--- src/rtl/console_cmd_pkg.sv ---
package console_cmd_pkg;

    localparam int NUM_CMDS = 9;
    localparam int IDX_W    = 4;
    localparam int MNEM_W   = 24;

    typedef enum logic [1:0] {
        LVL_DISARMED = 2'b00,
        LVL_ARMED    = 2'b01,
        LVL_WAITING  = 2'b10,
        LVL_ACTIVE   = 2'b11
    } lvl_e;

    typedef enum logic [1:0] {
        RSN_NONE    = 2'd0,
        RSN_SWITCH  = 2'd1,
        RSN_NOTIDLE = 2'd2
    } reason_e;

    localparam logic [IDX_W-1:0] IDX_INT = 4'd0;

    localparam logic [MNEM_W-1:0] MNEM_TBL [NUM_CMDS] = '{
        "I  ", "SSW", "SS ", "LDN", "RSY", "RBP", "RIO", "HLT", "RUN"
    };

    // bit i set: command i needs the panel switch / the idle processor
    localparam logic [NUM_CMDS-1:0] NEED_EN   = 9'b1_1111_1000;
    localparam logic [NUM_CMDS-1:0] NEED_IDLE = 9'b1_0111_1000;

endpackage

--- src/rtl/ccg_decode.sv ---
module ccg_decode
    import console_cmd_pkg::*;
(
    input  logic [MNEM_W-1:0] mnem,
    output logic              hit,
    output logic [IDX_W-1:0]  idx
);
    always_comb begin
        hit = 1'b0;
        idx = '0;
        for (int i = 0; i < NUM_CMDS; i++) begin
            if (mnem == MNEM_TBL[i]) begin
                hit = 1'b1;
                idx = IDX_W'(i);
            end
        end
    end
endmodule

--- src/rtl/ccg_policy.sv ---
module ccg_policy
    import console_cmd_pkg::*;
(
    input  logic [IDX_W-1:0] idx,
    input  logic             panel_enable,
    input  logic             sys_idle,
    output logic             allow,
    output reason_e          reason
);
    logic need_en, need_idle;

    always_comb begin
        need_en   = NEED_EN[idx];
        need_idle = NEED_IDLE[idx];
        if (need_en && !panel_enable)
            reason = RSN_SWITCH;
        else if (need_idle && !sys_idle)
            reason = RSN_NOTIDLE;
        else
            reason = RSN_NONE;
        allow = (reason == RSN_NONE);
    end
endmodule

--- src/rtl/ccg_irq_level.sv ---
module ccg_irq_level
    import console_cmd_pkg::*;
(
    input  logic       clk,
    input  logic       rst_n,
    input  logic       fire,
    input  logic       set_valid,
    input  logic [1:0] set_code,
    output logic [1:0] state,
    output logic       trig
);
    typedef struct packed {
        lvl_e lvl;
        logic trig;
    } lvl_reg_t;

    lvl_reg_t r_d, r_q;

    always_comb begin
        r_d      = r_q;
        r_d.trig = 1'b0;
        if (set_valid) begin
            r_d.lvl = lvl_e'(set_code);
        end else if (fire && r_q.lvl == LVL_ARMED) begin
            r_d.lvl  = LVL_WAITING;
            r_d.trig = 1'b1;
        end
    end

    always_ff @(posedge clk) begin
        if (!rst_n) r_q <= '{lvl: LVL_DISARMED, trig: 1'b0};
        else        r_q <= r_d;
    end

    assign state = r_q.lvl;
    assign trig  = r_q.trig;

    AST_TRIG_LANDS_WAITING: assert property (@(posedge clk) disable iff (!rst_n)
        trig |-> state == LVL_WAITING);
    AST_TRIG_FROM_ARMED: assert property (@(posedge clk) disable iff (!rst_n)
        trig |-> $past(state) == LVL_ARMED);
    AST_NO_TRIG_ON_WRITE: assert property (@(posedge clk) disable iff (!rst_n)
        $past(set_valid) |-> !trig);
endmodule

--- src/rtl/console_cmd_gate.sv ---
module console_cmd_gate
    import console_cmd_pkg::*;
#(
    parameter int ARG_W = 16
) (
    input  logic                clk,
    input  logic                rst_n,
    input  logic                cmd_valid,
    input  logic [MNEM_W-1:0]   cmd_mnem,
    input  logic [ARG_W-1:0]    cmd_arg,
    input  logic                panel_enable,
    input  logic                sys_idle,
    input  logic                lvl_set_valid,
    input  logic [1:0]          lvl_set_code,
    output logic [NUM_CMDS-1:0] act_strobe,
    output logic [ARG_W-1:0]    act_arg,
    output logic                echo_valid,
    output logic [IDX_W-1:0]    echo_code,
    output logic                reject_valid,
    output logic [1:0]          reject_reason,
    output logic                illegal_cmd,
    output logic                irq_trig,
    output logic [1:0]          lvl_state
);
    typedef struct packed {
        logic [NUM_CMDS-1:0] strobe;
        logic [ARG_W-1:0]    arg;
        logic                echo;
        logic [IDX_W-1:0]    code;
        logic                rej;
        logic [1:0]          rsn;
        logic                ill;
    } out_reg_t;

    out_reg_t o_d, o_q;

    logic             dec_hit;
    logic [IDX_W-1:0] dec_idx;
    logic             pol_allow;
    reason_e          pol_reason;
    logic             int_fire;

    ccg_decode u_decode (
        .mnem (cmd_mnem),
        .hit  (dec_hit),
        .idx  (dec_idx)
    );

    ccg_policy u_policy (
        .idx          (dec_idx),
        .panel_enable (panel_enable),
        .sys_idle     (sys_idle),
        .allow        (pol_allow),
        .reason       (pol_reason)
    );

    assign int_fire = cmd_valid && dec_hit && pol_allow && (dec_idx == IDX_INT);

    ccg_irq_level u_level (
        .clk       (clk),
        .rst_n     (rst_n),
        .fire      (int_fire),
        .set_valid (lvl_set_valid),
        .set_code  (lvl_set_code),
        .state     (lvl_state),
        .trig      (irq_trig)
    );

    always_comb begin
        o_d     = '0;
        o_d.arg = o_q.arg;
        if (cmd_valid) begin
            if (!dec_hit) begin
                o_d.ill = 1'b1;
            end else if (!pol_allow) begin
                o_d.rej = 1'b1;
                o_d.rsn = pol_reason;
            end else begin
                o_d.strobe[dec_idx] = 1'b1;
                o_d.echo            = 1'b1;
                o_d.code            = dec_idx;
                o_d.arg             = cmd_arg;
            end
        end
    end

    always_ff @(posedge clk) begin
        if (!rst_n) o_q <= '0;
        else        o_q <= o_d;
    end

    assign act_strobe    = o_q.strobe;
    assign act_arg       = o_q.arg;
    assign echo_valid    = o_q.echo;
    assign echo_code     = o_q.code;
    assign reject_valid  = o_q.rej;
    assign reject_reason = o_q.rsn;
    assign illegal_cmd   = o_q.ill;

    AST_STROBE_ONEHOT: assert property (@(posedge clk) disable iff (!rst_n)
        $onehot0(act_strobe));
    AST_ECHO_WITH_STROBE: assert property (@(posedge clk) disable iff (!rst_n)
        echo_valid == (act_strobe != '0));
    AST_OUTCOMES_EXCLUSIVE: assert property (@(posedge clk) disable iff (!rst_n)
        $countones({echo_valid, reject_valid, illegal_cmd}) <= 1);
    AST_IDLE_QUIET: assert property (@(posedge clk) disable iff (!rst_n)
        !$past(cmd_valid) |-> !(echo_valid || reject_valid || illegal_cmd));
    AST_HALT_NEEDS_SWITCH: assert property (@(posedge clk) disable iff (!rst_n)
        act_strobe[7] |-> $past(panel_enable));
    AST_RUN_NEEDS_IDLE: assert property (@(posedge clk) disable iff (!rst_n)
        act_strobe[8] |-> $past(panel_enable && sys_idle));
    AST_REASON_LEGAL: assert property (@(posedge clk) disable iff (!rst_n)
        reject_valid |-> (reject_reason == 2'd1 || reject_reason == 2'd2));
endmodule

--- config.mk ---
export PLATFORM = sky130hd
export DESIGN_NAME = console_cmd_gate
export DESIGN_NICKNAME = d
export VERILOG_FILES = /design/src/rtl/console_cmd_pkg.sv /design/src/rtl/ccg_decode.sv /design/src/rtl/ccg_policy.sv /design/src/rtl/ccg_irq_level.sv /design/src/rtl/console_cmd_gate.sv
export SDC_FILE = /design/constraint.sdc
export NUM_CORES = 1
export LEC_CHECK = 0
export ABC_AREA = 1
export BUFFER_PORTS_ARGS = -buffer_cell sky130_fd_sc_hd__buf_2
export CAP_MARGIN = 40
export CORE_ASPECT_RATIO = 0.5
export CORE_MARGIN = 5
export CORE_UTILIZATION = 48
export DETAILED_ROUTE_END_ITERATION = 8
export MAX_ROUTING_LAYER = met4
export PLACE_DENSITY = 0.87
export SLEW_MARGIN = 0
export SYNTH_ARGS = -nofsm -noshare
export SYNTH_HDL_FRONTEND = slang
export SYNTH_SLANG_ARGS = --single-unit
--- constraint.sdc ---
create_clock -name clk -period 2.2 [get_ports clk]
set_clock_uncertainty 0.1 [all_clocks]
set_input_delay 0.11 -clock clk [delete_from_list [all_inputs] [get_ports clk]]
set_output_delay 0.11 -clock clk [all_outputs]
set_load 0.02 [all_outputs]
==> flow_summary.toml <==
[route]
avgViaCountPerCell = 4.77
dr.pass1.iters = 4
wl_per_cell_um = 11.4
ant_nets = 0
vias = 2363
wl_mm = 5.66
drc = 0
drt_iter0_markers = 86

[floorplanning]
dieHeight_um = 57.2
die_x_um = 104
num_rows = 17
dieArea_um2 = 5960
initial_core_util_pct = 49.2
core_um2 = 4340
io_pins = 85

[worst_setup_path]
setup.worst_path.end = "act_arg[15]"
crit_type = "primary input to flip-flop"
cp-start-kind = "primary input"
reg2reg_slack_ns = 1.13
rr_worst_depth = 6
worstPathMaxFanout = 18
worst_r2r_endpoint = "u_level.state[0]"
r2r-start = "u_level.state[1]"
worst_ep_required_time_ns = 2.27
cp.arrival_ns = 1.99
crit_chain = "buf_2, nor2_1, nand2_1, nor3_1, nand3_1, nand2_1, inv_1, o21ai_4, nand2_4, o21ai_0, nor2_1"
worstSetupEndpointType = "flip-flop"
crit_path_start = "cmd_mnem[8]"
cp_slowest_stage_delay_ns = 0.43
timing.critical_path.slowest_stage_cell = "o21ai_4"

[logic_synthesis]
yosysWarnings = 0
synth_cells = 335
syn-cell-area_um2 = 2140
synthDistinctLibCells = 25
synth-seq-cells = 37
ys_seq_area_share_pct = 34.7
synth_fp_nets = 383
synth_area_per_cell_um2 = 6.38

[final_layout]
final_common_cell = "nor2_1"
nFillCells = 405
nets = 485
diodes = 0
drive_gt1_share_pct = 29.7
synthToLayoutAreaGrowth_pct = 34.4
postLayoutCellArea_um2 = 2870
layout_common_cells = "87 x nor2_1, 84 x buf_2, 59 x nand2_1, 37 x dfxtp_1, 32 x inv_1"

[sta]
setup_viol_count_final = 0
period_needed_ns = 1.92
rsz0062_at_grt = "no"
hold_viol = 0
finalSetupTns_ns = 0
fin_crit_sh_pct = 87.2
relSlewSlack_pct = 64.9
worstMarginPinSlew_ns = 0.525
fmax_mhz = 521
slew_violations = 0

[run]
max-cap-violations = 0

[place]
dp.final_hpwl_mm = 4.35
io_buffers = 84
place_area_um2 = 2590
gp_congestion = 0.984

[power]
switchingPower_mw = 0.326
p_seq_share_pct = 46.7
p_int_mw = 1.12
power_leakage_nw = 1.44
clock_power_share_pct = 41.4
sw_frac_of_total_pct = 22.6
power_density_nw_per_um2 = 503
ir_drop_mv = 0.286
p_comb_share_pct = 11.9

[clock_tree]
clkTransAtPathRegs_ns = 0.07
clockBufferDepth = 2
post_cts_resized = 0
htree_levels = 2
cts.sinks = 37
root_buffer = "clkbuf_8"
cts_buffers = 5
cts_tree = "built"
clk_latency_ns = 0.28
cts_setup_buffers = 0
cts_hold_buf = 16

[global_routing]
track_usage_pct = 19.4
antenna_found_initial = 0
grt_pass1_vias = 2181
grt-ovfl-total = 0
grt_max_degree = 20
grt_pass1_wl_mm = 9.45

[status]
outcome = "completed"

[min_path]
hold_class = "primary input to flip-flop"
Yosys cell counts:
cell | instances | area [µm²]
a21oi_1 | 17 | 85.1
o21ai_0 | 6 | 30.0
buf_4 | 2 | 15.0
nand2_2 | 4 | 25.0
nor2_2 | 5 | 31.3
nand3_2 | 3 | 30.0
a31oi_2 | 1 | 12.5
nand2_4 | 2 | 22.5
nor2_8 | 2 | 40.0
nand3_1 | 27 | 135
clkbuf_1 | 2 | 7.51
clkinv_1 | 1 | 3.75
nand4_1 | 5 | 31.3
inv_1 | 32 | 120
nand2_1 | 59 | 221
o21ai_4 | 1 | 16.3
nor3_2 | 1 | 10.0
nor3_1 | 11 | 55.1
dfxtp_1 | 37 | 741
o21ai_1 | 10 | 50.1
nor2_1 | 87 | 327
buf_6 | 2 | 22.5
nor2_4 | 3 | 33.8
nand3_4 | 1 | 17.5
inv_2 | 14 | 52.6
critical path, delay by kind of cell:
family | cells | cell delay [ns]
buf+inv | 2 | 0.18
compound gates | 2 | 0.70
simple gates | 7 | 1.00
layout make-up:
class | instances | area, µm² | share of cell area [%]
Multi-Input combinational cell | 245 | 1170 | 40.9
Sequential cell | 37 | 741 | 25.8
Timing Repair Buffer | 101 | 588 | 20.5
Inverter | 47 | 176 | 6.15
Clock buffer | 6 | 82.6 | 2.88
Tap cell | 57 | 71.3 | 2.48
Clock inverter | 2 | 37.5 | 1.31
worst min path at each step:
stage             startpoint               end  cells after the start
4_1_cts           cmd_arg[0]        act_arg[0]                      3
6_report          cmd_arg[0]        act_arg[0]                      3
5_1_grt           cmd_arg[0]        act_arg[0]                      3
3_3_place_gp     cmd_arg[13]       act_arg[13]                      3
2_1_floorplan  lvl_set_valid  u_level.state[0]                      2
3_5_place_dp      cmd_arg[5]        act_arg[5]                      3
kinds of logic (layout without fill, tap and decap cells):
| group | Yosys count | after routing | synth area share [%] |
|---|---|---|---|
| compound gates | 35 | 35 | 9.08 |
| buf+inv | 53 | 156 | 10.4 |
| flops | 37 | 37 | 34.7 |
| simple gates | 210 | 210 | 45.9 |
power groups by stage:
stage	logic [mW]	registers (mW)	clock network [mW]
floorplan	0.0726	0.694	0
global placement	0.145	0.690	0
detailed placement	0.148	0.690	0
CTS	0.170	0.674	0.604
global route	0.193	0.674	0.637
finish	0.172	0.674	0.597
sequential cells by signal, summed over array words and instances (netlist names):
| name | flops |
|---|---|
| reject_reason | 2 |
| echo_valid | 1 |
| u_level.trig | 1 |
| illegal_cmd | 1 |
| act_arg | 16 |
| reject_valid | 1 |
| u_level.state | 2 |
| act_strobe | 9 |
| echo_code | 4 |
metal layers:
layer / track usage [%] / wire length (µm) / vias up
met5: - / 0 / -
met3: 4.52 / 370 / 11
met1: 23.8 / 2560 / 1024
met2: 31.9 / 2620 / 75
met4: 6.64 / 107 / 0
li1: - / - / 1253
metrics by stage:
step | cells | total power [mW] | setup slack (ns) | utilization [%] | hold slack, ns
after CTS | 495 | 1.45 | 0.390 | 66.1 | 0.00696
after detailed placement | 471 | 0.837 | 0.0936 | 59.7 | 0.254
after global routing | 495 | 1.50 | 0.0937 | 66.1 | 0.00350
final | 495 | 1.44 | 0.282 | 66.1 | 0.00398
after floorplan | 335 | 0.766 | 0.611 | - | 0.150
after global placement | 471 | 0.834 | 0.158 | 59.7 | 0.248
(Power assumes the default switching activity.)
